## config.mk

```make
export PLATFORM = sky130hd
export DESIGN_NAME = fast_irq_vec_unit
export DESIGN_NICKNAME = d
export VERILOG_FILES = /design/src/rtl/fivr_pkg.sv /design/src/rtl/fivr_pick.sv /design/src/rtl/fivr_match.sv /design/src/rtl/fivr_regs.sv /design/src/rtl/fast_irq_vec_unit.sv
export SDC_FILE = /design/constraint.sdc
export NUM_CORES = 1
export LEC_CHECK = 0
export BUFFER_PORTS_ARGS = -buffer_cell sky130_fd_sc_hd__clkbuf_2
export CELL_PAD_IN_SITES_DETAIL_PLACEMENT = 1
export CELL_PAD_IN_SITES_GLOBAL_PLACEMENT = 2
export CORE_ASPECT_RATIO = 2
export CORE_UTILIZATION = 36
export DETAILED_ROUTE_END_ITERATION = 10
export GPL_TIMING_DRIVEN = 0
export HOLD_SLACK_MARGIN = 0.03
export PLACE_DENSITY_LB_ADDON = 0.1
export SLEW_MARGIN = 20
export SYNTH_ARGS = -nofsm -noshare
export SYNTH_HDL_FRONTEND = slang
export SYNTH_SLANG_ARGS = --single-unit
```

## constraint.sdc

```tcl
create_clock -name clk_i -period 8 [get_ports clk_i]
set_clock_uncertainty 0.05 [all_clocks]
set_input_delay 0 -clock clk_i [delete_from_list [all_inputs] [get_ports clk_i]]
set_output_delay 0 -clock clk_i [all_outputs]
set_load 0.02 [all_outputs]
```

## src/rtl/fivr_pkg.sv

```systemverilog
package fivr_pkg;
  localparam int unsigned VEC_W    = 7;
  localparam int unsigned LVL_W    = 2;
  localparam int unsigned LO_W     = 16;
  localparam int unsigned HI_W     = 5;
  localparam int unsigned TGT_W    = LO_W + HI_W;
  localparam int unsigned DATA_W   = 16;
  localparam int unsigned NUM_CH   = 2;
  localparam int unsigned BASE_OFF = 11;
  localparam int unsigned REGS_PER_CH = 3;
  localparam logic [LVL_W-1:0] LVL_FAST = 2'd2;

  function automatic int unsigned match_off(int unsigned ch);
    return BASE_OFF + REGS_PER_CH * ch;
  endfunction
endpackage

```

## src/rtl/fivr_pick.sv

```systemverilog
module fivr_pick #(
  parameter int unsigned N    = 8,
  localparam int unsigned IW  = (N > 1) ? $clog2(N) : 1
) (
  input  logic [N-1:0]  mask_i,
  output logic          hit_o,
  output logic [IW-1:0] idx_o
);
  always_comb begin
    hit_o = |mask_i;
    idx_o = '0;
    for (int i = N - 1; i >= 0; i--) begin
      if (mask_i[i]) idx_o = IW'(i);
    end
  end
endmodule

```

## src/rtl/fivr_match.sv

```systemverilog
module fivr_match
  import fivr_pkg::*;
#(
  parameter int unsigned N    = 8,
  localparam int unsigned IW  = (N > 1) ? $clog2(N) : 1
) (
  input  logic [N-1:0]       cand_i,
  input  logic [N*VEC_W-1:0] vec_i,
  input  logic [VEC_W-1:0]   match_i,
  output logic               hit_o,
  output logic [IW-1:0]      idx_o
);
  logic [N-1:0] eq;

  for (genvar i = 0; i < N; i++) begin : g_eq
    assign eq[i] = cand_i[i] && (vec_i[i*VEC_W +: VEC_W] == match_i);
  end

  fivr_pick #(.N(N)) u_pick (
    .mask_i(eq),
    .hit_o (hit_o),
    .idx_o (idx_o)
  );
endmodule

```

## src/rtl/fivr_regs.sv

```systemverilog
module fivr_regs
  import fivr_pkg::*;
#(
  parameter int unsigned BUS_AW = 6
) (
  input  logic                   clk_i,
  input  logic                   rst_ni,
  input  logic                   wr_en_i,
  input  logic                   rd_en_i,
  input  logic [BUS_AW-1:0]      addr_i,
  input  logic [DATA_W-1:0]      wdata_i,
  output logic [DATA_W-1:0]      rdata_o,
  output logic [NUM_CH*VEC_W-1:0] match_o,
  output logic [NUM_CH*LO_W-1:0]  lo_o,
  output logic [NUM_CH*HI_W-1:0]  hi_o
);
  logic [DATA_W-1:0] rd_part [NUM_CH];
  logic [DATA_W-1:0] rd_next;
  logic [DATA_W-1:0] rdata_q;

  for (genvar c = 0; c < NUM_CH; c++) begin : g_ch
    localparam logic [BUS_AW-1:0] A_M  = BUS_AW'(match_off(c));
    localparam logic [BUS_AW-1:0] A_LO = BUS_AW'(match_off(c) + 1);
    localparam logic [BUS_AW-1:0] A_HI = BUS_AW'(match_off(c) + 2);

    logic [VEC_W-1:0] m_q;
    logic [LO_W-1:0]  lo_q;
    logic [HI_W-1:0]  hi_q;

    always_ff @(posedge clk_i or negedge rst_ni) begin
      if (!rst_ni) begin
        m_q  <= '0;
        lo_q <= '0;
        hi_q <= '0;
      end else if (wr_en_i) begin
        if (addr_i == A_M)  m_q  <= wdata_i[VEC_W-1:0];
        if (addr_i == A_LO) lo_q <= wdata_i[LO_W-1:0];
        if (addr_i == A_HI) hi_q <= wdata_i[HI_W-1:0];
      end
    end

    always_comb begin
      rd_part[c] = '0;
      if (addr_i == A_M)  rd_part[c] = DATA_W'(m_q);
      if (addr_i == A_LO) rd_part[c] = DATA_W'(lo_q);
      if (addr_i == A_HI) rd_part[c] = DATA_W'(hi_q);
    end

    assign match_o[c*VEC_W +: VEC_W] = m_q;
    assign lo_o[c*LO_W +: LO_W]      = lo_q;
    assign hi_o[c*HI_W +: HI_W]      = hi_q;
  end

  always_comb begin
    rd_next = '0;
    for (int c = 0; c < NUM_CH; c++) rd_next = rd_next | rd_part[c];
  end

  always_ff @(posedge clk_i or negedge rst_ni) begin
    if (!rst_ni)      rdata_q <= '0;
    else if (rd_en_i) rdata_q <= rd_next;
    else              rdata_q <= '0;
  end

  assign rdata_o = rdata_q;
endmodule

```

## src/rtl/fast_irq_vec_unit.sv

```systemverilog
module fast_irq_vec_unit
  import fivr_pkg::*;
#(
  parameter int unsigned NUM_REQ = 8,
  parameter int unsigned BUS_AW  = 6,
  localparam int unsigned IDX_W  = (NUM_REQ > 1) ? $clog2(NUM_REQ) : 1
) (
  input  logic                     clk_i,
  input  logic                     rst_ni,
  input  logic                     bus_wr_en_i,
  input  logic                     bus_rd_en_i,
  input  logic [BUS_AW-1:0]        bus_addr_i,
  input  logic [DATA_W-1:0]        bus_wdata_i,
  output logic [DATA_W-1:0]        bus_rdata_o,
  input  logic [NUM_REQ-1:0]       req_valid_i,
  input  logic [NUM_REQ*LVL_W-1:0] req_lvl_i,
  input  logic [NUM_REQ*VEC_W-1:0] req_vec_i,
  input  logic [TGT_W-1:0]         jt_addr_i,
  output logic                     win_valid_o,
  output logic [IDX_W-1:0]         win_idx_o,
  output logic [VEC_W-1:0]         win_vec_o,
  output logic                     fast_o,
  output logic [TGT_W-1:0]         tgt_addr_o
);
  logic [NUM_CH*VEC_W-1:0] reg_match;
  logic [NUM_CH*LO_W-1:0]  reg_lo;
  logic [NUM_CH*HI_W-1:0]  reg_hi;

  fivr_regs #(.BUS_AW(BUS_AW)) u_regs (
    .clk_i  (clk_i),
    .rst_ni (rst_ni),
    .wr_en_i(bus_wr_en_i),
    .rd_en_i(bus_rd_en_i),
    .addr_i (bus_addr_i),
    .wdata_i(bus_wdata_i),
    .rdata_o(bus_rdata_o),
    .match_o(reg_match),
    .lo_o   (reg_lo),
    .hi_o   (reg_hi)
  );

  logic [NUM_REQ-1:0] cand;
  for (genvar i = 0; i < NUM_REQ; i++) begin : g_cand
    assign cand[i] = req_valid_i[i] && (req_lvl_i[i*LVL_W +: LVL_W] == LVL_FAST);
  end

  logic             ch_hit [NUM_CH];
  logic [IDX_W-1:0] ch_idx [NUM_CH];

  for (genvar c = 0; c < NUM_CH; c++) begin : g_fast
    fivr_match #(.N(NUM_REQ)) u_match (
      .cand_i (cand),
      .vec_i  (req_vec_i),
      .match_i(reg_match[c*VEC_W +: VEC_W]),
      .hit_o  (ch_hit[c]),
      .idx_o  (ch_idx[c])
    );
  end

  logic             norm_hit;
  logic [IDX_W-1:0] norm_idx;

  fivr_pick #(.N(NUM_REQ)) u_norm (
    .mask_i(cand),
    .hit_o (norm_hit),
    .idx_o (norm_idx)
  );

  logic             sel_valid, sel_fast;
  logic [IDX_W-1:0] sel_idx;
  logic [VEC_W-1:0] sel_vec;
  logic [TGT_W-1:0] sel_addr;

  // lower channel number evaluated last so it wins
  always_comb begin
    sel_valid = norm_hit;
    sel_idx   = norm_idx;
    sel_fast  = 1'b0;
    sel_addr  = jt_addr_i;
    for (int c = NUM_CH - 1; c >= 0; c--) begin
      if (ch_hit[c]) begin
        sel_valid = 1'b1;
        sel_idx   = ch_idx[c];
        sel_fast  = 1'b1;
        sel_addr  = {reg_hi[c*HI_W +: HI_W], reg_lo[c*LO_W +: LO_W]};
      end
    end
    sel_vec = sel_valid ? req_vec_i[int'(sel_idx)*VEC_W +: VEC_W] : '0;
  end

  always_ff @(posedge clk_i or negedge rst_ni) begin
    if (!rst_ni) begin
      win_valid_o <= 1'b0;
      win_idx_o   <= '0;
      win_vec_o   <= '0;
      fast_o      <= 1'b0;
      tgt_addr_o  <= '0;
    end else begin
      win_valid_o <= sel_valid;
      win_idx_o   <= sel_idx;
      win_vec_o   <= sel_vec;
      fast_o      <= sel_fast;
      tgt_addr_o  <= sel_addr;
    end
  end
endmodule

```

**Word level (Yosys, flattened, before mapping)**

Cells that the tools add are included.

- $mul: 1
- Equality and inequality tests: 30
- Shift-type cells: 1
- Multiplexer cells: 40
- Bitwise logic cells: 1
- Reductions and logical operators: 33

Operators with widths:

| kind | number |
|---|---|
| 7-bit equality test | 16 |
| 16-bit two-way mux | 5 |
| 3-bit two-way mux | 26 |
| 56-bit by 7-bit variable part select with 7-bit output | 1 |
| 21-bit two-way mux | 2 |
| 6-bit by 4-bit equality test with 1-bit output (second input constant) | 5 |
| 1-bit logical AND | 24 |
| 8-bit OR reduction | 3 |
| 7-bit two-way mux | 3 |
| 2-bit equality test (second input constant) | 8 |
| 16-bit OR | 1 |
| 2-bit AND reduction | 6 |
| 6-bit by 5-bit equality test with 1-bit output (second input constant) | 1 |
| 3-bit by 3-bit multiplier with 6-bit output (second input constant) | 1 |
| 1-bit two-way mux | 4 |

- Register bits after elaboration: 105

**Logic depth before layout (Yosys ltp)**

- Word-level depth: 16
- Depth in mapped cells: 13
- Mapped depth without buffers: 10

**Hierarchy**

From an unflattened synthesis, not the netlist that was laid out.

- Cells, all modules: 704
- Area total of the unflattened synthesis: 7,111.8 um^2

By module, submodules not included:

| module | times used | cells each | area each (um^2) |
|---|---|---|---|
| fivr_regs | 1 | 215 | 3,067.9 |
| fast_irq_vec_unit | 1 | 276 | 2,401.1 |
| fivr_match | 2 | 87 | 699.4 |
| fivr_pick | 3 | 13 | 81.3 |

**Worst setup path before layout**

Ideal clock, no wire load.

- Kind: register to register
- From: register u_regs.g_ch[1].m_q[4]
- To: register win_vec_o[0]
- Setup time: 0.122 ns
- Arrival time: 2.529 ns
- Data required time: 7.828 ns
- Slack: 5.299 ns
- Stages on the path, launching flop included: 11
- Path through: dfrtp_1 buf_4 xor2_1 nor4_1 nand2_1 a41oi_1 nand2_2 or3b_4 nand2_2 mux2_1 o2111a_1

- Longest elaborated chain between the ends: 15
- Elaborated cells on any way between the ends: 32
- Those cells by class: mul: 1; eq/ne: 8; shift: 1; mux: 13; reduce/logical: 9

RTL lines:

| item | RTL line | text |
|---|---|---|
| start: declaration | fivr_regs.sv:26 | `logic [VEC_W-1:0] m_q;` |
| start signal: assignment | fivr_regs.sv:36 | `if (addr_i == A_M) m_q <= wdata_i[VEC_W-1:0];` |
| 7-bit equality test | fivr_match.sv:16 | `assign eq[i] = cand_i[i] && (vec_i[i*VEC_W +: VEC_W] == match_i);` |
| 1-bit logical AND | fivr_match.sv:16 |  |
| 3-bit two-way mux (8 in series) | fivr_pick.sv:13 | `if (mask_i[i]) idx_o = IW'(i);` |
| 3-bit two-way mux (2 in series) | fast_irq_vec_unit.sv:81 | `if (ch_hit[c]) begin` |
| 3-bit by 3-bit multiplier with 6-bit output | fast_irq_vec_unit.sv:88 | `sel_vec = sel_valid ? req_vec_i[int'(sel_idx)*VEC_W +: VEC_W] : '0;` |
| 56-bit by 7-bit variable part select with 7-bit output | fast_irq_vec_unit.sv:88 |  |
| 7-bit two-way mux * | fast_irq_vec_unit.sv:88 |  |
| named net sel_vec[0] | fast_irq_vec_unit.sv:71 | `logic [VEC_W-1:0] sel_vec;` |
| end signal: assignment | fast_irq_vec_unit.sv:101 | `win_vec_o <= sel_vec;` |
| end: declaration | fast_irq_vec_unit.sv:21 | `output logic [VEC_W-1:0] win_vec_o,` |

Mark *: on every way through the listed nets, which the timed path passes. The rest lies on a longest branch.
A chain may end at the register's enable or synchronous reset.

**Worst setup path in the final report**

- From: register u_regs.g_ch[1].m_q[1]
- To: register win_vec_o[5]

The elaborated chain is that of the path after synthesis.

==> results.yml <==
global_route:
  grt_use_total_pct: 30.9
  grt_max_degree: 83
  grt_overflow_total: 0
  grt_pass1_wl_microns: 43100
  grt_pass1_vias: 7286
  grt_antenna_before_repair: 0
synthesis:
  ys.flop_type: "dfrtp_1"
  ys_seq_area_share_pct: 38.7
  synth_area_leaders: "dfrtp_1, xor2_1, mux2_2, nand2_1, nor4_1"
  synth_cells: 681
  synth-seq-cells: 105
  yosys.area.top_type: "dfrtp_1"
  synth_edf_count: 0
  async_flop_share_pct: 100
  synth_fp_nets: 808
  synth_top_area_share_pct: 38.7
  ys_warn_count: 0
  yosysUniqueCellTypes: 66
  avgSynthCellArea_sq_um: 9.98
  synthesis.area_sq_um: 6800
die:
  core_sq_um: 18400
  rows: 70
  io_pins: 176
  die_width_microns: 99.2
  start_util_pct: 37.0
  die_y_microns: 196
  dieArea_sq_um: 19500
worst_setup_path:
  crit_slowest_cell: "nor4_1"
  endpoint_kind: "flip-flop"
  critPathKind: "reg -> reg"
  timing.rr.end: "win_vec_o[5]"
  cp.arrival_ns: 3.96
  crit_top_cell: "nor4_1"
  r2r_setup_slack_ns: 4.17
  r2r_start: "u_regs.g_ch[1].m_q[1]"
  crit_fanout: 10
  reg2reg_depth: 10
  max_stage_delay_ns: 0.62
  cp_cell_sequence: "buf_4, xor2_1, nor4_1, nand2_1, a41oi_1, nand2_2, nor3b_2, o21ai_0, and3_1, nor4_1"
  worstPathRequired_ns: 8.13
  start_kind: "flip-flop"
finish:
  area_growth_pct: 27.4
  diodes: 0
  stdcell_area_sq_um: 8660
  final_util_pct: 47.1
  layout-drive-gt1-share_pct: 32.3
  layout.nets: 1034
worst_hold_path:
  holdPathEnd: "win_vec_o[5]"
  whs_path_depth: 3
  worstHoldStart: "req_vec_i[47]"
  min_path_type: "in -> reg"
sta:
  slew_viol_final: 0
  final_hold_viol_count: 0
  tightest_slew_ns: 1.18
  setup_violations: 0
  setup_tns_ns: 0
  min_period_ns: 3.83
  max_freq_ghz: 0.261
  period_share_pct: 47.9
  grt_setup_unrepaired: "no"
  max_slew_margin_pct: 21.5
pwr:
  powerDensity_nw_per_um2: 177
  p_leak_uw: 0.00411
  design_power_total_uw: 1530
  max-vdd-ir-drop_v: 0.000139
cts:
  clock_latency_ns: 0.35
  cts.sinks: 105
  cts_root_buf: "clkbuf_16"
  cts_resized: 0
  clk_path_buf_depth: 2
  cts_made_buffers: 9
  h-tree-depth: 3
  path_clk_slew_ns: 0.08
  cts_tree: "yes"
  postCtsSetupRepairBufs: 0
placement:
  dp_hpwl_microns: 23700
  dpl-instance-area_sq_um: 7980
  port_buffers: 174
  gp_congestion: 0.953
detailed_routing:
  first_iter_violations: 197
  drtAntennaViolNets: 0
  routed_wirelength_microns: 29500
  drcViolationCount: 0
  drt-pass1-iter-count: 5
  via_count: 6578
  viasPerCell: 5.83
  wire_per_inst_microns: 26.2
outcome:
  status: "completed"
job:
  maxCapViolations: 0
placed cells by master (no fill, tap or decap), types with 3 or more instances in the layout:
cell type / count
clkbuf_2: 173
dfrtp_1: 105
xor2_1: 95
nand2_1: 64
mux2_2: 61
dlygate4sd3_1: 39
nor4_1: 37
o21ai_0: 30
nor2_1: 25
a31oi_1: 23
nand3_1: 22
a22oi_1: 19
xnor2_1: 17
nor2b_1: 14
buf_4: 12
nand4_1: 10
clkbuf_1: 10
nand3b_1: 9
clkbuf_16: 9
and2_1: 8
buf_2: 8
nor3_1: 7
buf_1: 6
mux2_1: 6
a311oi_1: 6
a32oi_1: 6
o2111a_1: 6
buf_6: 5
a222oi_1: 5
nor3b_1: 4
o211ai_1: 4
a21boi_0: 4
nand2b_1: 3
and4_1: 3
or4_1: 3
inv_1: 3
flip-flops by register name, summed over array words and instances (netlist names):
| signal | cells |
|---|---|
| u_regs.g_ch.lo_q | 32 |
| fast_o | 1 |
| u_regs.g_ch.m_q | 14 |
| win_vec_o | 7 |
| u_regs.rdata_o | 16 |
| u_regs.g_ch.hi_q | 10 |
| win_idx_o | 3 |
| win_valid_o | 1 |
| tgt_addr_o | 21 |
per-stage QoR:
step	setup slack, ns	hold slack, ns	std cells
final	4.17	0.0658	1128
after floorplan	5.30	-0.346	681
after detailed placement	4.28	-0.158	1072
after global placement	4.06	0.197	1071
after global routing	4.09	0.0886	1128
after CTS	4.25	0.0685	1128
worst max path at each step:
stage	startpoint	cells past startpoint	slack, ns	endpoint
after floorplan	u_regs.g_ch[1].m_q[4]	10	5.30	win_vec_o[0]
after global placement	u_regs.g_ch[1].m_q[0]	10	4.06	tgt_addr_o[4]
after detailed placement	u_regs.g_ch[1].m_q[1]	10	4.28	win_vec_o[5]
after CTS	u_regs.g_ch[1].m_q[3]	10	4.25	win_vec_o[5]
after global routing	u_regs.g_ch[1].m_q[3]	10	4.09	win_vec_o[5]
final	u_regs.g_ch[1].m_q[1]	10	4.17	win_vec_o[5]
where the power goes:
| group | switching, uW | leakage [uW] | total (uW) | internal, uW |
|---|---|---|---|---|
| sequential | 32.3 | 0.00136 | 618 | 585 |
| combinational | 287 | 0.00261 | 472 | 185 |
| clock | 223 | 0.000140 | 441 | 218 |
layout make-up:
type | count | area, sq um
fillers | 2143 | 9730
multi-input cells | 532 | 3920
flip-flops and latches | 105 | 2630
repair buffers | 215 | 1300
well taps | 216 | 270
plain buffers | 40 | 241
clock buffers | 9 | 225
clock inverters | 7 | 61.3
inverters | 4 | 15.0
cell usage after synthesis (5+ instances only):
cell type and number:
dfrtp_1 105, buf_2 7, a31oi_1 23, nor3_1 7, nor4_1 37, clkbuf_1 10, o21ai_0 30, buf_1 6
nand3_1 22, nand2_1 64, a32oi_1 6, nor2_1 25, a311oi_1 6, mux2_1 6, a222oi_1 5, and2_1 8
buf_4 12, nand4_1 10, xnor2_1 17, o2111a_1 6, xor2_1 95, buf_6 5, nand3b_1 9, nor2b_1 14
mux2_2 61, a22oi_1 19
critical path, delay by kind of cell, from the launching register on:
kind,cells,cell delay [ns]
AO/OA/AOI/OAI,2,0.53
buffers and inverters,1,0.20
XOR/XNOR,1,0.20
flip-flops,1,0.37
AND/OR/NAND/NOR,6,2.29
metal layers:
layer	up-vias	GRT usage [%]	wire length, microns
li1	2967	-	-
met1	3265	26.4	9090
met2	252	62.6	17100
met3	94	3.38	1050
met4	0	23.3	2300
met5	-	0	0
timing repair:
action	4_1_cts	5_1_grt
hold endpoints to repair	188	0
setup endpoints to repair	0	0
hold buffers	40	0
logic make-up (layout without fill, tap and decap cells):
group / count (synthesis) / in the layout / synth area share (%)
AOI/OAI and AO/OA: 124 / 124 / 13.2
and+or+nand+nor: 227 / 227 / 18.5
buffers and inverters: 44 / 275 / 3.77
DFF: 105 / 105 / 38.7
xor gates and xnor gates: 112 / 112 / 14.4
muxes: 69 / 69 / 11.4
No activity file was read; power rests on OpenSTA's default activity.
